**config.mk**
```make
export PLATFORM = sky130hd
export DESIGN_NAME = snoop_coh_ctrl
export DESIGN_NICKNAME = d
export VERILOG_FILES = /design/src/rtl/coh_pkg.sv /design/src/rtl/coh_store.sv /design/src/rtl/coh_snoop.sv /design/src/rtl/snoop_coh_ctrl.sv
export SDC_FILE = /design/constraint.sdc
export NUM_CORES = 1
export LEC_CHECK = 0
export BUFFER_PORTS_ARGS = -buffer_cell sky130_fd_sc_hd__buf_2
export CORE_MARGIN = 2
export CORE_UTILIZATION = 45
export CTS_CLUSTER_SIZE = 14
export DETAILED_ROUTE_END_ITERATION = 6
export PLACE_DENSITY = 0.63
export SYNTH_ARGS = -nofsm -noshare
export SYNTH_HDL_FRONTEND = slang
export SYNTH_SLANG_ARGS = --single-unit
```
**constraint.sdc**
```tcl
create_clock -name clk_i -period 3.71 [get_ports clk_i]
set_input_delay 0.5565 -clock clk_i [delete_from_list [all_inputs] [get_ports clk_i]]
set_output_delay 0.5565 -clock clk_i [all_outputs]
set_load 0.1 [all_outputs]
```
**src/rtl/coh_pkg.sv**
```systemverilog
package coh_pkg;
  typedef enum logic [1:0] {CS_INV = 2'd0, CS_RO = 2'd1, CS_EX = 2'd2} cstate_e;
  typedef enum logic [1:0] {BM_NONE = 2'd0, BM_RD = 2'd1, BM_WR = 2'd2, BM_VR = 2'd3} bmsg_e;
  typedef enum logic [1:0] {FS_IDLE = 2'd0, FS_ARB = 2'd1, FS_WAIT = 2'd2} fsm_e;
endpackage

```
**src/rtl/coh_store.sv**
```systemverilog
module coh_store import coh_pkg::*; #(
  parameter int NSET = 4,
  parameter int IXW  = 2,
  parameter int TAGW = 6,
  parameter int DW   = 16
) (
  input  logic                      clk_i,
  input  logic                      rst_ni,
  input  logic                      a_en_i,
  input  logic [IXW-1:0]            a_idx_i,
  input  cstate_e                   a_st_i,
  input  logic [TAGW-1:0]           a_tag_i,
  input  logic [DW-1:0]             a_val_i,
  input  logic                      b_en_i,
  input  logic [IXW-1:0]            b_idx_i,
  input  cstate_e                   b_st_i,
  input  logic [TAGW-1:0]           b_tag_i,
  input  logic [DW-1:0]             b_val_i,
  output cstate_e [NSET-1:0]        st_o,
  output logic [NSET-1:0][TAGW-1:0] tag_o,
  output logic [NSET-1:0][DW-1:0]   val_o
);
  for (genvar g = 0; g < NSET; g++) begin : g_set
    always_ff @(posedge clk_i or negedge rst_ni) begin
      if (!rst_ni) begin
        st_o[g]  <= CS_INV;
        tag_o[g] <= '0;
        val_o[g] <= '0;
      end else if (a_en_i && a_idx_i == IXW'(g)) begin
        st_o[g]  <= a_st_i;
        tag_o[g] <= a_tag_i;
        val_o[g] <= a_val_i;
      end else if (b_en_i && b_idx_i == IXW'(g)) begin
        st_o[g]  <= b_st_i;
        tag_o[g] <= b_tag_i;
        val_o[g] <= b_val_i;
      end
    end
  end
endmodule

```
**src/rtl/coh_snoop.sv**
```systemverilog
module coh_snoop import coh_pkg::*; #(
  parameter int TAGW = 6,
  parameter int DW   = 16
) (
  input  logic            obs_i,
  input  bmsg_e           type_i,
  input  logic [TAGW-1:0] tag_i,
  input  logic [DW-1:0]   val_i,
  input  cstate_e         e_st_i,
  input  logic [TAGW-1:0] e_tag_i,
  input  logic [DW-1:0]   e_val_i,
  output logic            upd_en_o,
  output cstate_e         upd_st_o,
  output logic [TAGW-1:0] upd_tag_o,
  output logic [DW-1:0]   upd_val_o,
  output logic            rsp_set_o
);
  logic match;
  assign match = (e_st_i != CS_INV) && (e_tag_i == tag_i);

  always_comb begin
    upd_en_o  = 1'b0;
    upd_st_o  = e_st_i;
    upd_tag_o = e_tag_i;
    upd_val_o = e_val_i;
    rsp_set_o = 1'b0;
    if (obs_i) begin
      unique case (type_i)
        BM_WR: if (match) begin
          upd_en_o = 1'b1;
          upd_st_o = CS_INV;
        end
        BM_RD: if (match) begin
          rsp_set_o = 1'b1;
          if (e_st_i == CS_EX) begin
            upd_en_o = 1'b1;
            upd_st_o = CS_RO;
          end
        end
        BM_VR: if (e_st_i == CS_INV) begin
          upd_en_o  = 1'b1;
          upd_st_o  = CS_RO;
          upd_tag_o = tag_i;
          upd_val_o = val_i;
        end
        default: ;
      endcase
    end
  end
endmodule

```
**src/rtl/snoop_coh_ctrl.sv**
```systemverilog
module snoop_coh_ctrl import coh_pkg::*; #(
  parameter int IDW  = 8,
  parameter int DW   = 16,
  parameter int IDXW = 2
) (
  input  logic            clk_i,
  input  logic            rst_ni,
  input  logic            cpu_req_i,
  input  logic            cpu_we_i,
  input  logic [IDW-1:0]  cpu_id_i,
  input  logic [DW-1:0]   cpu_wdata_i,
  output logic            cpu_busy_o,
  output logic            cpu_done_o,
  output logic [DW-1:0]   cpu_rdata_o,
  output logic            bus_req_o,
  input  logic            bus_gnt_i,
  output logic [1:0]      bus_type_o,
  output logic [IDW-1:0]  bus_id_o,
  output logic [DW-1:0]   bus_val_o,
  input  logic            snp_vld_i,
  input  logic [1:0]      snp_type_i,
  input  logic [IDW-1:0]  snp_id_i,
  input  logic [DW-1:0]   snp_val_i
);
  localparam int NSET = 1 << IDXW;
  localparam int TAGW = IDW - IDXW;

  fsm_e                      fs_q;
  logic                      op_we_q;
  logic [IDW-1:0]            op_id_q;
  logic [DW-1:0]             op_wd_q;
  logic                      rsp_q;
  logic [IDXW-1:0]           rsp_idx_q;
  logic                      done_q;
  logic [DW-1:0]             rdata_q;

  cstate_e [NSET-1:0]        st;
  logic [NSET-1:0][TAGW-1:0] tg;
  logic [NSET-1:0][DW-1:0]   vl;

  logic [IDXW-1:0] op_idx, snp_idx;
  logic [TAGW-1:0] op_tag, snp_tag;
  bmsg_e           snp_type;
  assign op_idx   = op_id_q[IDXW-1:0];
  assign op_tag   = op_id_q[IDW-1:IDXW];
  assign snp_idx  = snp_id_i[IDXW-1:0];
  assign snp_tag  = snp_id_i[IDW-1:IDXW];
  assign snp_type = bmsg_e'(snp_type_i);

  logic snp_obs, snp_on_op, op_hit, loc_ok, need_wb, op_bus, grant, rsp_cancel;
  assign snp_obs   = snp_vld_i && !bus_gnt_i;
  assign snp_on_op = snp_obs && (snp_idx == op_idx);
  assign op_hit    = (st[op_idx] != CS_INV) && (tg[op_idx] == op_tag);
  assign loc_ok    = (fs_q == FS_ARB) && op_hit && (!op_we_q || st[op_idx] == CS_EX);
  assign need_wb   = (st[op_idx] == CS_EX) && !op_hit;
  assign op_bus    = (fs_q == FS_ARB) && !loc_ok;
  assign bus_req_o = rsp_q || op_bus;
  assign grant     = bus_gnt_i && bus_req_o;
  assign rsp_cancel = rsp_q && snp_obs && (snp_type == BM_VR) &&
                      (snp_idx == rsp_idx_q) && (snp_tag == tg[rsp_idx_q]);

  // outgoing message: pending response first, then write-back, then the op
  bmsg_e msg_t;
  always_comb begin
    msg_t     = BM_NONE;
    bus_id_o  = '0;
    bus_val_o = '0;
    if (rsp_q) begin
      msg_t     = BM_VR;
      bus_id_o  = {tg[rsp_idx_q], rsp_idx_q};
      bus_val_o = vl[rsp_idx_q];
    end else if (op_bus) begin
      if (need_wb) begin
        msg_t     = BM_VR;
        bus_id_o  = {tg[op_idx], op_idx};
        bus_val_o = vl[op_idx];
      end else if (op_we_q) begin
        msg_t     = BM_WR;
        bus_id_o  = op_id_q;
        bus_val_o = op_wd_q;
      end else begin
        msg_t     = BM_RD;
        bus_id_o  = op_id_q;
      end
    end
  end
  assign bus_type_o = msg_t;

  // snoop reaction on the slot addressed by the bus
  logic            a_en, rsp_set;
  cstate_e         a_st;
  logic [TAGW-1:0] a_tag;
  logic [DW-1:0]   a_val;

  coh_snoop #(.TAGW(TAGW), .DW(DW)) u_snoop (
    .obs_i     (snp_obs),
    .type_i    (snp_type),
    .tag_i     (snp_tag),
    .val_i     (snp_val_i),
    .e_st_i    (st[snp_idx]),
    .e_tag_i   (tg[snp_idx]),
    .e_val_i   (vl[snp_idx]),
    .upd_en_o  (a_en),
    .upd_st_o  (a_st),
    .upd_tag_o (a_tag),
    .upd_val_o (a_val),
    .rsp_set_o (rsp_set)
  );

  // own updates; never coincide with a snoop on the same slot
  logic            b_en;
  cstate_e         b_st;
  logic [TAGW-1:0] b_tag;
  logic [DW-1:0]   b_val;
  always_comb begin
    b_en  = 1'b0;
    b_st  = CS_INV;
    b_tag = tg[op_idx];
    b_val = vl[op_idx];
    if (grant && !rsp_q) begin
      b_en = 1'b1;
      if (!need_wb && op_we_q) begin
        b_st  = CS_EX;
        b_tag = op_tag;
        b_val = op_wd_q;
      end
    end else if (loc_ok && !snp_on_op && op_we_q) begin
      b_en  = 1'b1;
      b_st  = CS_EX;
      b_val = op_wd_q;
    end
  end

  coh_store #(.NSET(NSET), .IXW(IDXW), .TAGW(TAGW), .DW(DW)) u_store (
    .clk_i   (clk_i),
    .rst_ni  (rst_ni),
    .a_en_i  (a_en),
    .a_idx_i (snp_idx),
    .a_st_i  (a_st),
    .a_tag_i (a_tag),
    .a_val_i (a_val),
    .b_en_i  (b_en),
    .b_idx_i (op_idx),
    .b_st_i  (b_st),
    .b_tag_i (b_tag),
    .b_val_i (b_val),
    .st_o    (st),
    .tag_o   (tg),
    .val_o   (vl)
  );

  always_ff @(posedge clk_i or negedge rst_ni) begin
    if (!rst_ni) begin
      fs_q      <= FS_IDLE;
      op_we_q   <= 1'b0;
      op_id_q   <= '0;
      op_wd_q   <= '0;
      done_q    <= 1'b0;
      rdata_q   <= '0;
      rsp_q     <= 1'b0;
      rsp_idx_q <= '0;
    end else begin
      done_q <= 1'b0;
      unique case (fs_q)
        FS_IDLE: if (cpu_req_i) begin
          op_we_q <= cpu_we_i;
          op_id_q <= cpu_id_i;
          op_wd_q <= cpu_wdata_i;
          fs_q    <= FS_ARB;
        end
        FS_ARB: begin
          if (grant && !rsp_q) begin
            if (!need_wb) begin
              if (op_we_q) begin
                done_q  <= 1'b1;
                rdata_q <= op_wd_q;
                fs_q    <= FS_IDLE;
              end else begin
                fs_q <= FS_WAIT;
              end
            end
          end else if (loc_ok && !snp_on_op) begin
            done_q  <= 1'b1;
            rdata_q <= op_we_q ? op_wd_q : vl[op_idx];
            fs_q    <= FS_IDLE;
          end
        end
        FS_WAIT: if (snp_obs && snp_type == BM_VR && snp_id_i == op_id_q) begin
          done_q  <= 1'b1;
          rdata_q <= snp_val_i;
          fs_q    <= FS_IDLE;
        end
        default: fs_q <= FS_IDLE;
      endcase

      if (grant && rsp_q)  rsp_q <= 1'b0;
      else if (rsp_cancel) rsp_q <= 1'b0;
      if (rsp_set) begin
        rsp_q     <= 1'b1;
        rsp_idx_q <= snp_idx;
      end
    end
  end

  assign cpu_busy_o  = (fs_q != FS_IDLE);
  assign cpu_done_o  = done_q;
  assign cpu_rdata_o = rdata_q;
endmodule

```
==> results_dict.tcl <==
set metrics [dict create \
    power_frac_seq 0.236 \
    synth_ff_type "dfrtp_1" \
    synth_cell_type_count 45 \
    grt_overflow 0 \
    via_count 8697 \
    multiInputGateArea_um2 6250 \
    fin_cells 1323 \
    rows 53 \
    initial_utilization 0.462 \
    synthArstFlopShare 1.00 \
    finalClockSkew_ps 14.1 \
    p_int_uw 5990 \
    holdBufCountCts 0 \
    status "finished, violations left" \
    synthCells 914 \
    slew_headroom 0.333 \
    final_hold_viol_count 0 \
    yosysSeqAreaShare 0.366 \
    drc 0 \
    yosysTopAreaCell "dfrtp_1" \
    drv_slew 0 \
    first_global_vias 8397 \
    grt.total_usage 0.293 \
    clk_latency_ps 430 \
    setup_viol_count_final 25 \
    clock_sinks 143 \
    die_w_um 151 \
    dieArea_um2 22900 \
    synth_top_area_share 0.366 \
    dp_cells 1282 \
    p_leak_uw 0.00538 \
    drive_gt1_frac 0.393 \
    synth_commonest_cells "dfrtp_1, nor2_1, a221o_1" \
    switchingPower_uw 5590 \
    swShare 0.483 \
    combPwrFrac 0.611 \
    numCtsBuffers 17 \
    period_needed_ps 3940 \
    worst_slew_pin_slew_ps 1000 \
    cts_tree "yes" \
    ys_seq_elements 143 \
    cp_data_arrival_time_ps 3380 \
    viasPerCell 6.57 \
    cp-start-kind "register" \
    antenna_found_initial 0 \
    grt_pass1_wl_mm 50.0 \
    top_level_ports 101 \
    powerDensity_nw_per_um2 918 \
    fillers 1687 \
    die_y_um 151 \
    ant_nets 0 \
    path_clk_slew_ps 70 \
    drt_wl_total_mm 33.0 \
    worst_ep_required_time_ps 3150 \
    area_delta_synth_final_pct 29.2 \
    cts_root_buf "clkbuf_16" \
    fp.coreArea_um2 21200 \
    grt_max_degree 79 \
    synth_most_common_cell "dfrtp_1" \
    synth_area_leaders "dfrtp_1, mux4_2, a221o_1, mux2_2, mux2i_1" \
    wl_per_cell_um 24.9 \
    rsz0062_at_grt "true" \
    path_class "reg2out" \
    synth_area_um2 9770 \
    finalWorstSetupSlack_ps -226 \
    place_hpwl_mm 22.7 \
    synth_edf_count 0 \
    ir_drop_uv 413 \
    crit_path_end_kind "primary output" \
    fin_crit_sh 1.06 \
    cts_buffer_depth 2 \
    final_core_util 0.596 \
    pwr-share-clk 0.153 \
    maxCapViolCount 0 \
    ys_warn_count 0 \
    syn_nets 973 \
    cts-htree-levels 4 \
    max_freq_mhz 254 \
    syn_avg_cell_area_um2 10.7 \
    hold_path_class "in2async" \
    drtIter0Drc 875 \
    gp_congestion 0.924 \
    layout.nets 1093 \
    regArea_um2 3580 \
    failed_checks "setup timing" \
    io_buffers 100 \
    cp_max_fo 7 \
    drt_pass1_iterations 5 \
]
worst paths after layout:
check	slack (ps)	from	endpoint	cells past startpoint
max	-230	op_id_q[0]$_DFFE_PN0P_	bus_id_o[7]	10
min	170	rst_ni	u_store.tag_o[18]$_DFFE_PN0P_	1
max reg2reg	80	op_id_q[0]$_DFFE_PN0P_	u_store.val_o[18]$_DFFE_PN0P_	9
min reg2reg	470	cpu_rdata_o[6]$_DFFE_PN0P_	cpu_rdata_o[6]$_DFFE_PN0P_	2
max in group asynchronous	2720	rst_ni	u_store.val_o[10]$_DFFE_PN0P_	2
min in group clk_i	350	cpu_wdata_i[5]	op_wd_q[5]$_DFFE_PN0P_	2
worst max-delay path, cell delays in order, from the launching register on:
cell and delay [ps]:
dfrtp_2 520, mux4_2 600, xor2_1 160, or4_4 560, buf_12 150, o21ai_4 160
buf_6 140, buf_12 140, mux2i_2 270, o21ai_4 80, buf_12 160
metal layers:
metal  share of wire  vias to the layer above  GRT usage  wire (µm)
met1            0.42                     4350      0.431      14000
met5               0                        -          0          0
met3            0.11                       66     0.0648       3550
met2            0.45                      534      0.438      15000
li1                -                     3747          -          -
met4           0.016                        0     0.0822        536
flip-flops by register name, summed over array words and instances, names as in the netlist:
| register | flops |
|---|---|
| op_we_q | 1 |
| cpu_rdata_o | 16 |
| fs_q | 2 |
| op_wd_q | 16 |
| rsp_idx_q | 2 |
| op_id_q | 8 |
| u_store.tag_o | 24 |
| u_store.st_o | 8 |
| rsp_q | 1 |
| cpu_done_o | 1 |
| u_store.val_o | 64 |
power groups by stage:
stage	Sequential (µW)	Combinational [µW]	Clock, µW
final	2730	7070	1780
after global routing	2810	7400	1860
after CTS	2690	6710	1780
after detailed placement	2690	6430	0
after global placement	2670	6380	0
after floorplan	2980	4160	0
kinds of logic (layout without fill, tap and decap cells):
kind of cell,Yosys count,in the layout,synth area share
AND/OR/NAND/NOR,267,267,0.131
XOR/XNOR,28,28,0.0251
multiplexers,165,165,0.265
adder cells (fa/ha/maj),3,3,0.00384
flip-flops,143,143,0.366
AO/OA/AOI/OAI,201,201,0.161
buffers and inverters,107,240,0.0479
other,0,1,0
metrics by stage:
step | instance area, µm² | TNS [ps] | setup WS (ps) | hold WS [ps] | power [µW]
2_1_floorplan | 10000 | -542 | -96.0 | 261 | 7140
3_3_place_gp | 11600 | 0 | 148 | 458 | 9050
3_5_place_dp | 11600 | 0 | 123 | 466 | 9120
4_1_cts | 12400 | -3570 | -187 | 201 | 11200
5_1_grt | 12600 | -6570 | -316 | 222 | 12100
6_report | 12600 | -4620 | -226 | 173 | 11600
cell type report:
type / instances / area share
Antenna cell: 1 / 0.000198
Sequential cell: 143 / 0.284
Tap cell: 275 / 0.0273
Timing Repair Buffer: 183 / 0.139
Clock buffer: 18 / 0.0348
Inverter: 25 / 0.00744
Clock inverter: 14 / 0.0121
Multi-Input combinational cell: 664 / 0.496
placed cells by master (no fill, tap or decap), types with 4 or more instances in the layout:
| master | netlist | routed |
|---|---|---|
| o21a_1 | 4 | 4 |
| nand3_1 | 21 | 20 |
| o21ai_2 | 0 | 5 |
| and2_1 | 36 | 35 |
| a21oi_1 | 20 | 4 |
| a211oi_2 | 0 | 6 |
| nor2_1 | 97 | 95 |
| o2bb2ai_1 | 8 | 8 |
| a211oi_1 | 16 | 10 |
| buf_4 | 0 | 59 |
| o21ai_0 | 51 | 23 |
| buf_2 | 5 | 72 |
| xnor2_1 | 20 | 17 |
| mux2_2 | 49 | 49 |
| inv_6 | 0 | 6 |
| nor3_1 | 7 | 6 |
| mux2i_1 | 46 | 40 |
| a221o_1 | 88 | 88 |
| nand2_1 | 51 | 51 |
| dfrtp_1 | 143 | 142 |
| mux4_2 | 70 | 70 |
| o21ai_4 | 0 | 23 |
| xor2_1 | 8 | 8 |
| nand4_1 | 4 | 4 |
| inv_1 | 24 | 24 |
| nand2b_1 | 4 | 4 |
| and3_1 | 16 | 13 |
| mux2i_4 | 0 | 5 |
| buf_12 | 0 | 41 |
| nor4_1 | 17 | 17 |
| buf_6 | 8 | 10 |
| a211o_1 | 4 | 4 |
| clkbuf_16 | 0 | 17 |
| a21oi_2 | 0 | 13 |
timing repair:
item | CTS | global route
pin swaps | 1 | 6
resized for setup | 46 | 50
endpoints found under the hold margin | 0 | 0
setup endpoints to repair | 26 | 49
setup buffers | 6 | 4
Note: power is estimated with default switching activity, not from simulation.
